$ cat src/rtl/dbt_pkg.sv
package dbt_pkg;

  typedef enum logic [1:0] {
    MODE_INTERVAL = 2'd0,
    MODE_PWM      = 2'd1,
    MODE_PPG      = 2'd2,
    MODE_SPARE    = 2'd3
  } tmr_mode_e;

  // strobes from control to datapath
  typedef struct packed {
    logic restart;  // counter back to zero next edge
    logic xfer;     // copy shadow into active compare
  } tmr_strobe_t;

endpackage

$ cat src/rtl/dbt_datapath.sv
module dbt_datapath
  import dbt_pkg::*;
#(
  parameter int WIDTH = 8
) (
  input  logic             clk,
  input  logic             rstN,
  input  logic             run,
  input  logic             bufEn,
  input  logic             wrEn,
  input  logic [WIDTH-1:0] wrData,
  input  tmr_strobe_t      stb,
  output logic [WIDTH-1:0] cnt,
  output logic [WIDTH-1:0] active
);

  logic [WIDTH-1:0] shadow;

  always_ff @(posedge clk) begin
    if (!rstN) begin
      cnt <= '0;
    end else if (!run || stb.restart) begin
      cnt <= '0;
    end else begin
      cnt <= cnt + 1'b1;
    end
  end

  always_ff @(posedge clk) begin
    if (!rstN) begin
      shadow <= '0;
    end else if (wrEn) begin
      shadow <= wrData;
    end
  end

  always_ff @(posedge clk) begin
    if (!rstN) begin
      active <= '0;
    end else if (wrEn && !bufEn) begin
      active <= wrData;
    end else if (stb.xfer) begin
      active <= shadow;
    end
  end

  // buffered writes leave the active value alone between transfers
  assert_hold_buffered_R5: assert property (@(posedge clk) disable iff (!rstN)
    (bufEn && !stb.xfer) |=> $stable(active));

  // a transfer lands the previous shadow content
  assert_xfer_copies_R7: assert property (@(posedge clk) disable iff (!rstN)
    stb.xfer |=> (active == $past(shadow)));

  // counter idles at zero while stopped
  assert_idle_clear_R9: assert property (@(posedge clk) disable iff (!rstN)
    !run |=> (cnt == '0));

endmodule

$ cat src/rtl/dbt_ctrl.sv
module dbt_ctrl
  import dbt_pkg::*;
#(
  parameter int WIDTH = 8
) (
  input  logic             clk,
  input  logic             rstN,
  input  logic             run,
  input  tmr_mode_e        mode,
  input  logic [1:0]       pwmSel,
  input  logic             bufEn,
  input  logic             wrEn,
  input  logic [WIDTH-1:0] cnt,
  input  logic [WIDTH-1:0] active,
  output tmr_strobe_t      stb,
  output logic             matchPulse,
  output logic             waveOut
);

  localparam logic [WIDTH-1:0] ALL_ONES = '1;
  localparam logic [1:0]       SEL_MAX  = 2'd2;

  logic             isPwm;
  logic             isPpg;
  logic [1:0]       selClamp;
  logic [WIDTH-1:0] pwmMask;
  logic [WIDTH-1:0] topCnt;
  logic             atTop;
  logic             cmpHit;
  logic             hit;

  always_comb begin
    isPwm    = (mode == MODE_PWM);
    isPpg    = (mode == MODE_PPG);
    selClamp = (pwmSel > SEL_MAX) ? SEL_MAX : pwmSel;
    pwmMask  = ALL_ONES >> (SEL_MAX - selClamp);
    topCnt   = isPwm ? pwmMask : ALL_ONES;
    atTop    = (cnt == topCnt);
    // zero compare means: match on overflow
    cmpHit   = (active == '0) ? atTop : (cnt == active);
    hit      = run & cmpHit;
    stb.restart = run & (isPwm ? atTop : cmpHit);
    stb.xfer    = run & bufEn & (isPwm ? atTop : (isPpg & cmpHit));
  end

  always_ff @(posedge clk) begin
    if (!rstN) begin
      matchPulse <= 1'b0;
      waveOut    <= 1'b0;
    end else begin
      matchPulse <= hit;
      if (!run) begin
        waveOut <= 1'b0;
      end else if (isPwm) begin
        if (atTop)       waveOut <= 1'b1;
        else if (cmpHit) waveOut <= 1'b0;
      end else if (isPpg) begin
        if (cmpHit) waveOut <= ~waveOut;
      end else begin
        waveOut <= 1'b0;
      end
    end
  end

  // a match is never followed directly by another unless settings moved
  assert_single_pulse_R2: assert property (@(posedge clk) disable iff (!rstN)
    (hit && !wrEn) |=> (!$stable(mode) || !$stable(pwmSel) || !hit));

  // PWM counter stays inside the selected period
  assert_pwm_bound_R6: assert property (@(posedge clk) disable iff (!rstN)
    (isPwm && cnt <= pwmMask) |=> (!isPwm || !$stable(pwmSel) || cnt <= pwmMask));

  // pulse-generator output changes exactly when a match is reported
  assert_ppg_toggle_R8: assert property (@(posedge clk) disable iff (!rstN)
    (isPpg && run) |=> ((waveOut != $past(waveOut)) == matchPulse));

endmodule

$ cat src/rtl/dbuf_cmp_timer.sv
module dbuf_cmp_timer
  import dbt_pkg::*;
#(
  parameter int WIDTH = 8
) (
  input  logic             clk,
  input  logic             rstN,
  input  logic             run,
  input  logic [1:0]       modeSel,
  input  logic [1:0]       pwmSel,
  input  logic             bufEn,
  input  logic             wrEn,
  input  logic [WIDTH-1:0] wrData,
  output logic [WIDTH-1:0] rdData,
  output logic             matchPulse,
  output logic             waveOut
);

  tmr_strobe_t      stb;
  logic [WIDTH-1:0] cnt;
  logic [WIDTH-1:0] active;
  tmr_mode_e        mode;

  assign mode   = tmr_mode_e'(modeSel);
  assign rdData = '0;  // compare registers are write-only

  dbt_datapath #(.WIDTH(WIDTH)) u_datapath (
    .clk    (clk),
    .rstN   (rstN),
    .run    (run),
    .bufEn  (bufEn),
    .wrEn   (wrEn),
    .wrData (wrData),
    .stb    (stb),
    .cnt    (cnt),
    .active (active)
  );

  dbt_ctrl #(.WIDTH(WIDTH)) u_ctrl (
    .clk        (clk),
    .rstN       (rstN),
    .run        (run),
    .mode       (mode),
    .pwmSel     (pwmSel),
    .bufEn      (bufEn),
    .wrEn       (wrEn),
    .cnt        (cnt),
    .active     (active),
    .stb        (stb),
    .matchPulse (matchPulse),
    .waveOut    (waveOut)
  );

endmodule

$ cat config.mk
export PLATFORM = sky130hd
export DESIGN_NAME = dbuf_cmp_timer
export DESIGN_NICKNAME = d
export VERILOG_FILES = /design/src/rtl/dbt_pkg.sv /design/src/rtl/dbt_datapath.sv /design/src/rtl/dbt_ctrl.sv /design/src/rtl/dbuf_cmp_timer.sv
export SDC_FILE = /design/constraint.sdc
export NUM_CORES = 1
export LEC_CHECK = 0
export ABC_AREA = 0
export BUFFER_PORTS_ARGS = -buffer_cell sky130_fd_sc_hd__buf_4
export CORE_ASPECT_RATIO = 1.1
export CORE_MARGIN = 4
export CORE_UTILIZATION = 45
export CTS_CLUSTER_SIZE = 8
export DETAILED_ROUTE_END_ITERATION = 7
export GPL_TIMING_DRIVEN = 0
export PLACE_DENSITY = 0.78
export SYNTH_ARGS = -nofsm -noshare
export SYNTH_HDL_FRONTEND = slang
export SYNTH_SLANG_ARGS = --single-unit
export TNS_END_PERCENT = 5
$ cat constraint.sdc
create_clock -name clk -period 4.7 [get_ports clk]
set_input_delay 0.235 -clock clk [delete_from_list [all_inputs] [get_ports clk]]
set_output_delay 0.235 -clock clk [all_outputs]
set_load 0.05 [all_outputs]
# Word-level counts from Yosys, hierarchy flattened
# Index checks and enable logic that the tools add are counted.
dict set report word_totals {
  word_cells 43
  mem_bits_rw 0
  rom_bits 0
  regBits 26
  out_inout_bits 10
  n_memories 0
  latchBits 0
}
dict set report classes {
  shifts 1
  n_bitwise 7
  n_lt_le_gt_ge 1
  mul 0
  mux 12
  add_sub_neg 2
  div 0
  reduce_logical 9
  eq_ne 6
}
# cell n
set op_table {}
lappend op_table {{2-to-1 mux 8 bit} 3}
lappend op_table {{equality test 8 bit} 2}
lappend op_table {{adder 8 x 1 -> 8 bit (second input constant)} 1}
lappend op_table {{zero test 8 bit} 1}
lappend op_table {{2-to-1 mux 1 bit} 8}
lappend op_table {{right shift 8 x 2 -> 8 bit (first input constant)} 1}
lappend op_table {{bitwise AND 1 bit} 5}
lappend op_table {{AND reduction 2 bit} 2}
lappend op_table {{inequality test 3 x 2 -> 1 bit (second input constant)} 1}
lappend op_table {{inequality test 3 bit (second input constant)} 1}
lappend op_table {{equality test 2 x 1 -> 1 bit (second input constant)} 1}
lappend op_table {{equality test 2 bit (second input constant)} 1}
lappend op_table {{> comparator 2 bit (second input constant)} 1}
lappend op_table {{zero test 1 bit} 2}
lappend op_table {{2-to-1 mux 2 bit} 1}
lappend op_table {{inverter 1 bit} 2}
lappend op_table {{nonzero test 2 bit} 1}
lappend op_table {{OR reduction 2 bit} 1}
lappend op_table {{subtractor 2 bit (first input constant)} 1}
lappend op_table {{logical AND 1 bit} 1}
lappend op_table {{logical OR 1 bit} 1}

# Depth between registers and ports, before layout
# Gate-level depths: netlist of the first run.
dict set report logic_depth {
  depth_word 12
  ltp_mapped 7
  mapped_depth_nobuf 6
}

# Modules after synthesis
# From an unflattened synthesis of the first run, not the netlist that was laid out.
dict set report hier_totals {
  cells_unflattened 151
  hier_area_um2 1466.4
}
# mod cells_each area_each_um2 n_inst seq_area_each_um2
set modules_own_cells {}
lappend modules_own_cells {dbt_datapath 98 1002.2 1 480.5}
lappend modules_own_cells {dbt_ctrl 44 400.4 1 40.0}
lappend modules_own_cells {dbuf_cmp_timer 9 63.8 1 0.0}

# Least setup slack after synthesis of the first run
# Ideal clock, no wire load.
dict set report synth_timing {
  path_type {register to register}
  start {register u_datapath.cnt[6]}
  end {register u_datapath.active[0]}
  required_ps 4578
  slack_ps 2721
  synth_period_minus_slack_ps 1979
  stages_incl_launch_ff 7
  arrival_time_ps 1857
  setup_time_ps 122
  n_path_buf 0
  cell_sequence {dfxtp_1 xor2_1 or4_4 a211oi_4 or2_4 o32ai_2 a221o_1}
}
dict set report synth_between {
  elab_chain_len 6
  word_cells_on_any_way 7
  cone_classes {eq/ne (2); mux (2); bitwise (2); reduce/logical (1)}
}
# element line
set synth_lines {}
lappend synth_lines {{start: declaration} dbt_datapath.sv:13} ;# output logic [WIDTH-1:0] cnt,
lappend synth_lines {{start signal: assignment} dbt_datapath.sv:25} ;# cnt <= cnt + 1'b1;
lappend synth_lines {{equality test 8 bit, on equally long branches} {dbt_ctrl.sv:40, dbt_ctrl.sv:38}}
lappend synth_lines {{2-to-1 mux 1 bit} dbt_ctrl.sv:40} ;# cmpHit = (active == '0) ? atTop : (cnt == active);
lappend synth_lines {{bitwise AND 1 bit} dbt_ctrl.sv:43} ;# stb.xfer = run & bufEn & (isPwm ? atTop : (isPpg & cmpHit));
lappend synth_lines {{2-to-1 mux 1 bit (*)} dbt_ctrl.sv:43}
lappend synth_lines {{bitwise AND 1 bit (*)} dbt_ctrl.sv:43}
lappend synth_lines {{nonzero test 2 bit (no source line) (*)} -}
lappend synth_lines {{end signal: assignment} dbt_datapath.sv:41} ;# active <= wrData;
lappend synth_lines {{end signal: assignment} dbt_datapath.sv:43} ;# active <= shadow;
lappend synth_lines {{end: declaration} dbt_datapath.sv:14} ;# output logic [WIDTH-1:0] active
# Every way passes the cells marked *; elsewhere a longest branch is shown, timed or not.
# A chain may end at the register's enable or synchronous reset.

# Final worst setup path of the first run
dict set report layout_timing {
  start {register u_datapath.cnt[6]}
  end {register u_datapath.active[2]}
}
# The elaborated chain is that of the path after synthesis.

==> results of run 1 <==
-- registers in the layout, indices dropped and copies added (netlist names) --
register and count:
u_datapath.active 8, u_datapath.cnt 8, u_ctrl.matchPulse 1, u_ctrl.waveOut 1
u_datapath.shadow 8
-- metrics by stage --
step | total power, mW | std cells | instance area [um^2]
after detailed placement | 0.3881 | 198 | 1603
after CTS | 0.5390 | 202 | 1655
after global routing | 0.5631 | 202 | 1655
after global placement | 0.3829 | 198 | 1603
after floorplan | 0.3563 | 147 | 1433
final | 0.5375 | 202 | 1655
-- worst paths after layout --
check	start	endpoint	slack (ns)
worst min-delay path	wrData[5]	u_datapath.shadow[5]	0.17
worst min register to register	u_datapath.shadow[1]	u_datapath.active[1]	0.50
worst max register to register	u_datapath.cnt[6]	u_datapath.active[2]	2.53
worst max-delay path	u_datapath.cnt[6]	u_datapath.active[2]	2.53
-- final cells by class --
class / instances / area [um^2] / area share, %
Inverter: 1 / 3.754 / 0.2268
Timing Repair Buffer: 17 / 127.6 / 7.710
Multi-Input combinational cell: 109 / 828.3 / 50.04
Tap cell: 34 / 42.54 / 2.570
Sequential cell: 26 / 520.5 / 31.44
Clock buffer: 3 / 22.52 / 1.361
Clock inverter: 1 / 30.03 / 1.814
Buffer: 11 / 80.08 / 4.837
-- power by group --
group | internal [mW] | switching, mW
clock network | 0.0862 | 0.0676
logic | 0.0604 | 0.0608
registers | 0.240 | 0.0223
total | 0.387 | 0.151
-- cell usage after synthesis --
cell      number  share of area, %
a211o_2        1              0.71
a211oi_2       1              0.89
a211oi_4       1               1.4
a21o_2         1              0.62
a21oi_1        3               1.1
a221o_1        8               5.7
a22oi_1        8               4.3
and2b_2        8               5.0
and3_1         1              0.45
and3_2         3               1.6
buf_2          1              0.36
buf_4          8               4.3
buf_6          1              0.80
clkbuf_1       1              0.27
conb_1         1              0.27
dfxtp_1       26                37
ha_1           1              0.89
inv_1          1              0.27
mux2i_1        8               5.7
nand2_1        2              0.53
nand2b_4       1              0.98
nand3_1        3               1.1
nand3b_1       1              0.53
nand4_1        1              0.45
nor2_1        11               2.9
nor2b_1        9               4.0
nor3_2         1              0.71
nor4_1         3               1.3
o211a_2        1              0.71
o211ai_1       1              0.53
o21ai_0        1              0.36
o32ai_2        1               1.2
or2_4          1              0.62
or2b_1         1              0.53
or2b_2         3               1.9
or4_4          1              0.80
xnor2_1        5               3.1
xor2_1        10               6.2
-- per-layer routing --
metal	vias up	GRT usage [%]	wire length, um
met5	-	0	0
met4	0	5.149	21
met3	2	2.326	175
met2	36	24.34	1289
met1	519	17.57	1192
li1	547	-	-
-- worst reg2reg max path: stages, from the launching register on --
cell	delay, ns
dfxtp_1	0.40
xor2_1	0.18
or4_4	0.45
a211oi_2	0.30
or2_4	0.19
o32ai_2	0.17
a221o_1	0.38
-- cell families (layout without fill, tap and decap cells) --
| kind of cell | count (synthesis) | count (layout) | share of synthesized area (%) |
|---|---|---|---|
| simple gates | 50 | 50 | 23.40 |
| buf+inv | 12 | 33 | 5.960 |
| fa+ha+maj | 1 | 1 | 0.8895 |
| mux | 8 | 8 | 5.694 |
| flops | 26 | 26 | 37.01 |
| compound gates | 27 | 27 | 17.44 |
| other cells | 1 | 8 | 0.2666 |
| xor+xnor | 15 | 15 | 9.341 |
==> out/results.tsv, run 1 <==
metric	value	unit
status	completed	
post-DR wirelength/cell	13.26	um
FMAX	460.0	MHz
Final Hold Viols	0	
DR DRC count	0	
Worst Path Buf+Inv	0	
Routed WL	2678	um
Resized cells post-CTS	0	
Starting DRT DRC Count	28	
# clock sinks	26	
crit start category	flip-flop	
sequential share of the synthesized area	37.01	%
crit end category	flip-flop	
filler instances	272	
first-pass GRT wire length	4609	um
layout cells sized above 1	32.74	%
First-pass DRT Iterations	5	
Inserted Clock Buffers	3	
die height	66.63	um
Peak VDD IR	0.2140	mV
Core Util, Final	54.78	%
Leak	0.7454	nW
DIE AREA	4084	um^2
clock slew at reported path FFs	0.15	ns
via count	1104	
antenna violations before repair	0	
synthesis-to-layout area growth	17.70	%
clock skew	0.008112	ns
most common cell after layout, fill and taps aside	dfxtp_1	
largest net degree at the start of global routing	16	
RSZ-0062 raised after global routing	no	
Arr. time, crit path	2.40	ns
antenna diode count	0	
Netlist cell types	38	
hold_ws	0.1744	ns
die width	61.30	um
setup TNS	0	ns
synth warn	0	
Tcrit/Tclk final	46.25	%
Vias per Instance	5.465	
Hold Path Depth	3	
PwrDens	324.7	nW/um^2
Setup-failing EPs final	0	
CP top delay family	compound AO/OA/AOI/OAI gates	
FF+latch count, synth	26	
vias in the first global route	1109	
CTS tree	built	
Critical-path top delay cell	or4_4	
CP Max Fanout	8	
Initial Util	46.54	%
Setup CP Type	flip-flop to flip-flop	
peak per-stage delay on the critical path	0.45	ns
synthesized area per cell	10.05	um^2
I/O Buffers	17	
CTS Buffer Depth	2	
Core Area	3022	um^2
Max-slew headroom	57.34	%
GRT Overall Usage	14.26	%
antenna-violating nets left	0	
critical-path cell list	xor2_1 > or4_4 > a211oi_2 > or2_4 > o32ai_2 > a221o_1	
number of H-tree levels	1	
Slew @ Worst Pin	0.6400	ns
Hold Path Class	input pin to flip-flop	
HPWL Detailed	2127	um
max cap viols	0	
gr ovfl total	0	
Mapped Cells	140	
Final min period	2.174	ns
gpl congestion	0.8544	
Post-Syn Area	1406	um^2
Hold Buf Count CTS	0	
postcts setup bufs	0	
top-level I/O count	27	
Clock Root Buffer	clkbuf_4	
Req. time, crit path	4.92	ns
Post-Place Worst Slack	2.522	ns
WP depth	6	
Worst Reg2Reg Path Length in Cells	6	
Setup WS post-layout	2.526	ns
Final Max Slew Viols	0	
Worst-Skew Late Latency	0.32	ns
commonest cells after routing, fill and taps aside	dfxtp_1, buf_4, nor2_1	
Rows	21	
final-stage net count	187	
(Power assumes the default switching activity.)
==> run 2, diff against run 1 <==
--- a/config.mk
+++ b/config.mk
@@ -5,7 +5,7 @@
 export SDC_FILE = /design/constraint.sdc
 export NUM_CORES = 1
 export LEC_CHECK = 0
-export ABC_AREA = 0
+export ABC_AREA = 1
 export BUFFER_PORTS_ARGS = -buffer_cell sky130_fd_sc_hd__buf_4
 export CORE_ASPECT_RATIO = 1.1
 export CORE_MARGIN = 4
@@ -13,7 +13,7 @@
 export CTS_CLUSTER_SIZE = 8
 export DETAILED_ROUTE_END_ITERATION = 7
 export GPL_TIMING_DRIVEN = 0
-export PLACE_DENSITY = 0.78
+export PLACE_DENSITY = 0.8
 export SYNTH_ARGS = -nofsm -noshare
 export SYNTH_HDL_FRONTEND = slang
 export SYNTH_SLANG_ARGS = --single-unit
==> constraint.sdc (replaced) <==
create_clock -name clk -period 2 [get_ports clk]
set_input_delay 0.1 -clock clk [delete_from_list [all_inputs] [get_ports clk]]
set_output_delay 0.1 -clock clk [all_outputs]
set_load 0.05 [all_outputs]
==> out/results.tsv, run 2 <==
metric	value	unit	change
status	completed		
filler instances	329		+21%
number of H-tree levels	1		unchanged
FF+latch count, synth	26		unchanged
Hold Path Class	input pin to flip-flop		
vias in the first global route	1222		+10%
Netlist cell types	22		-42%
gr ovfl total	0		unchanged
layout cells sized above 1	19.47	%	-13 points
GRT Overall Usage	13.26	%	-1.0 points
Yosys top cell by area	dfxtp_1		
worst setup path end	u_datapath.active[0]		
gpl congestion	0.7374		-14%
DR DRC count	0		unchanged
cell area after layout	1780	um^2	+7.6%
Setup CP Type	flip-flop to flip-flop		
Final Hold Viols	0		unchanged
crit start category	flip-flop		
DIE AREA	4424	um^2	+8.3%
crit end category	flip-flop		
CTS Buffer Depth	2		unchanged
Inserted Clock Buffers	3		unchanged
most common cell in the netlist	nand2_1		
setup TNS	0	ns	unchanged
Post-Syn Area	1540	um^2	+9.5%
Synth Flop Type	dfxtp_1		
largest net degree at the start of global routing	15		-1
commonest cells after routing, fill and taps aside	nand2_1, inv_1, buf_4		
Final min period	1.807	ns	-0.3673 ns
critical-path cell list	ha_2 > nand3_2 > nor2_4 > nand2_4 > nor2_4 > nand3_2 > nand2_2 > nand2_1 > nand2_2 > nand2_4 > buf_6 > a21oi_1 > nor2_1		
Yosys top cell area share	33.79	%	-3.2 points
die height	69.36	um	+4.1%
clock skew	0.002574	ns	-0.005539 ns
synthesized area per cell	6.582	um^2	-34%
CTS tree	built		
Reg area	523.0	um^2	+0.48%
Placed Cells	294		+48%
HPWL Detailed	2303	um	+8.2%
Starting DRT DRC Count	25		-11%
number of flops mapped to enable cells by yosys	0		unchanged
clock slew at reported path FFs	0.13	ns	-0.02 ns
Arr. time, crit path	2.04	ns	-0.36 ns
CP Max Fanout	10		+2
Hold Buf Count CTS	0		unchanged
antenna-violating nets left	0		unchanged
Req. time, crit path	2.23	ns	-2.69 ns
area of the multi-input gates	804.5	um^2	-2.9%
CP startpoint	u_datapath.cnt[0]		
peak per-stage delay on the critical path	0.38	ns	-0.07 ns
synthesis-to-layout area growth	15.60	%	
Worst-Skew Late Latency	0.32	ns	about the same
Clock Root Buffer	clkbuf_4		
Synth area leaders	dfxtp_1, nand2_1, inv_1		
Worst Reg2Reg Path Length in Cells	13		+7
Commonest cells post-synth	nand2_1, inv_1, dfxtp_1		
Reg-to-Reg Start	u_datapath.cnt[0]		
Core Area	3303	um^2	+9.3%
Setup WS post-layout	0.1933	ns	-2.333 ns
I/O Buffers	17		unchanged
biggest regs	u_datapath.active: 8 flops, u_datapath.cnt: 8 flops, u_datapath.shadow: 8 flops		
die width	63.78	um	+4.0%
R2R Setup Slk	0.19	ns	-2.33 ns
synth warn	0		unchanged
Post-synth ARST share	0	%	unchanged
Resized cells post-CTS	0		unchanged
Setup-failing EPs final	0		unchanged
overall power	1.063	mW	+98%
via count	1390		+26%
Critical-path top delay cell	dfxtp_2		
final-stage net count	281		+50%
first-pass GRT wire length	4961	um	+7.6%
Leak	0.8892	nW	+19%
antenna violations before repair	0		unchanged
antenna diode count	0		unchanged
# clock sinks	26		unchanged
hold_ws	0.01833	ns	-0.1560 ns
Core Util, Final	53.90	%	-0.88 points
Post-Place Worst Slack	0.1246	ns	-2.398 ns
postcts setup bufs	0		unchanged
sequential share of the synthesized area	33.79	%	-3.2 points
Layout Cells excl Fill	298		+48%
FMAX	553.5	MHz	+20%
Mapped Cells	234		+67%
max cap viols	0		unchanged
Initial Util	46.63	%	+0.086 points
capturing point of the worst reg2reg path	u_datapath.active[0]		
RSZ-0062 raised after global routing	no		
top-level I/O count	27		unchanged
Rows	22		+4.8%
Peak VDD IR	0.3654	mV	+71%
PwrDens	597.2	nW/um^2	+84%
cell area after placement	1739	um^2	+8.5%
Tcrit/Tclk final	90.33	%	+44 points
First-pass DRT Iterations	4		-1
post-DR wirelength/cell	9.262	um	-30%
Vias per Instance	4.664		-15%
Routed WL	2760	um	+3.1%
Final Max Slew Viols	0		unchanged
most common cell after layout, fill and taps aside	nand2_1		
[run 2: cell types whose count changed after synthesis, sizes merged, moves of 5 or more]
cell,before,now
nand2,2,65
inv,1,37
a21oi,3,20
o21ai,1,18
nand3,3,16
nor2,11,22
nor2b,9,0
a221o,8,0
a22oi,8,0
and2b,8,0
mux2i,8,0
xor2,10,3
xnor2,5,0
[run 2: cell families (layout without fill, tap and decap cells)]
kind of cell / count (synthesis) / count (layout) / synth area share (%)
fa+ha+maj: 1 / 1 / 0.8122
compound gates: 38 / 38 / 12.35
other cells: 1 / 8 / 0.2435
buf+inv: 52 / 73 / 15.84
simple gates: 113 / 113 / 35.26
xor+xnor: 3 / 3 / 1.706
flops: 26 / 26 / 33.79
[run 2: where the power goes]
group | switching, mW | internal (mW) | total [mW]
Combinational | 0.149 | 0.0898 | 0.239
Clock | 0.153 | 0.111 | 0.264
Sequential | 0.0143 | 0.546 | 0.560
[run 2: per-layer routing]
layer	wire length (um)	GRT usage, %	up-vias	share of wire, %
met1	1232	15.77	594	45
met5	0	0	-	0
li1	-	-	772	-
met3	94	1.621	4	3.4
met2	1395	23.77	20	51
met4	38	5.036	0	1.4
[run 2: worst min-delay path by stage]
stage,start,slack [ns],cells after the start,to
after global placement,wrData[0],0.35,3,u_datapath.shadow[0]
after global routing,wrData[3],0.03,3,u_datapath.shadow[3]
after detailed placement,wrData[0],0.36,3,u_datapath.shadow[0]
after CTS,wrData[0],0.002,3,u_datapath.shadow[0]
after floorplan,run,0.24,2,u_ctrl.waveOut
final,wrData[0],0.02,3,u_datapath.shadow[0]
[run 2: critical path, delay by kind of cell (launching register included)]
family	cells	cell delay, ns
adder cells (fa/ha/maj)	1	0.21
AND/OR/NAND/NOR	10	0.81
flip-flops	1	0.38
buffers and inverters	1	0.14
AO/OA/AOI/OAI	1	0.14
[run 2: cell type report]
type	instances	share of cell area [%]
Buffer	15	5.903
Clock buffer	4	2.038
Inverter	37	7.800
Multi-Input combinational cell	163	45.19
Sequential cell	26	29.37
Tap cell	36	2.530
Timing Repair Buffer	17	7.168
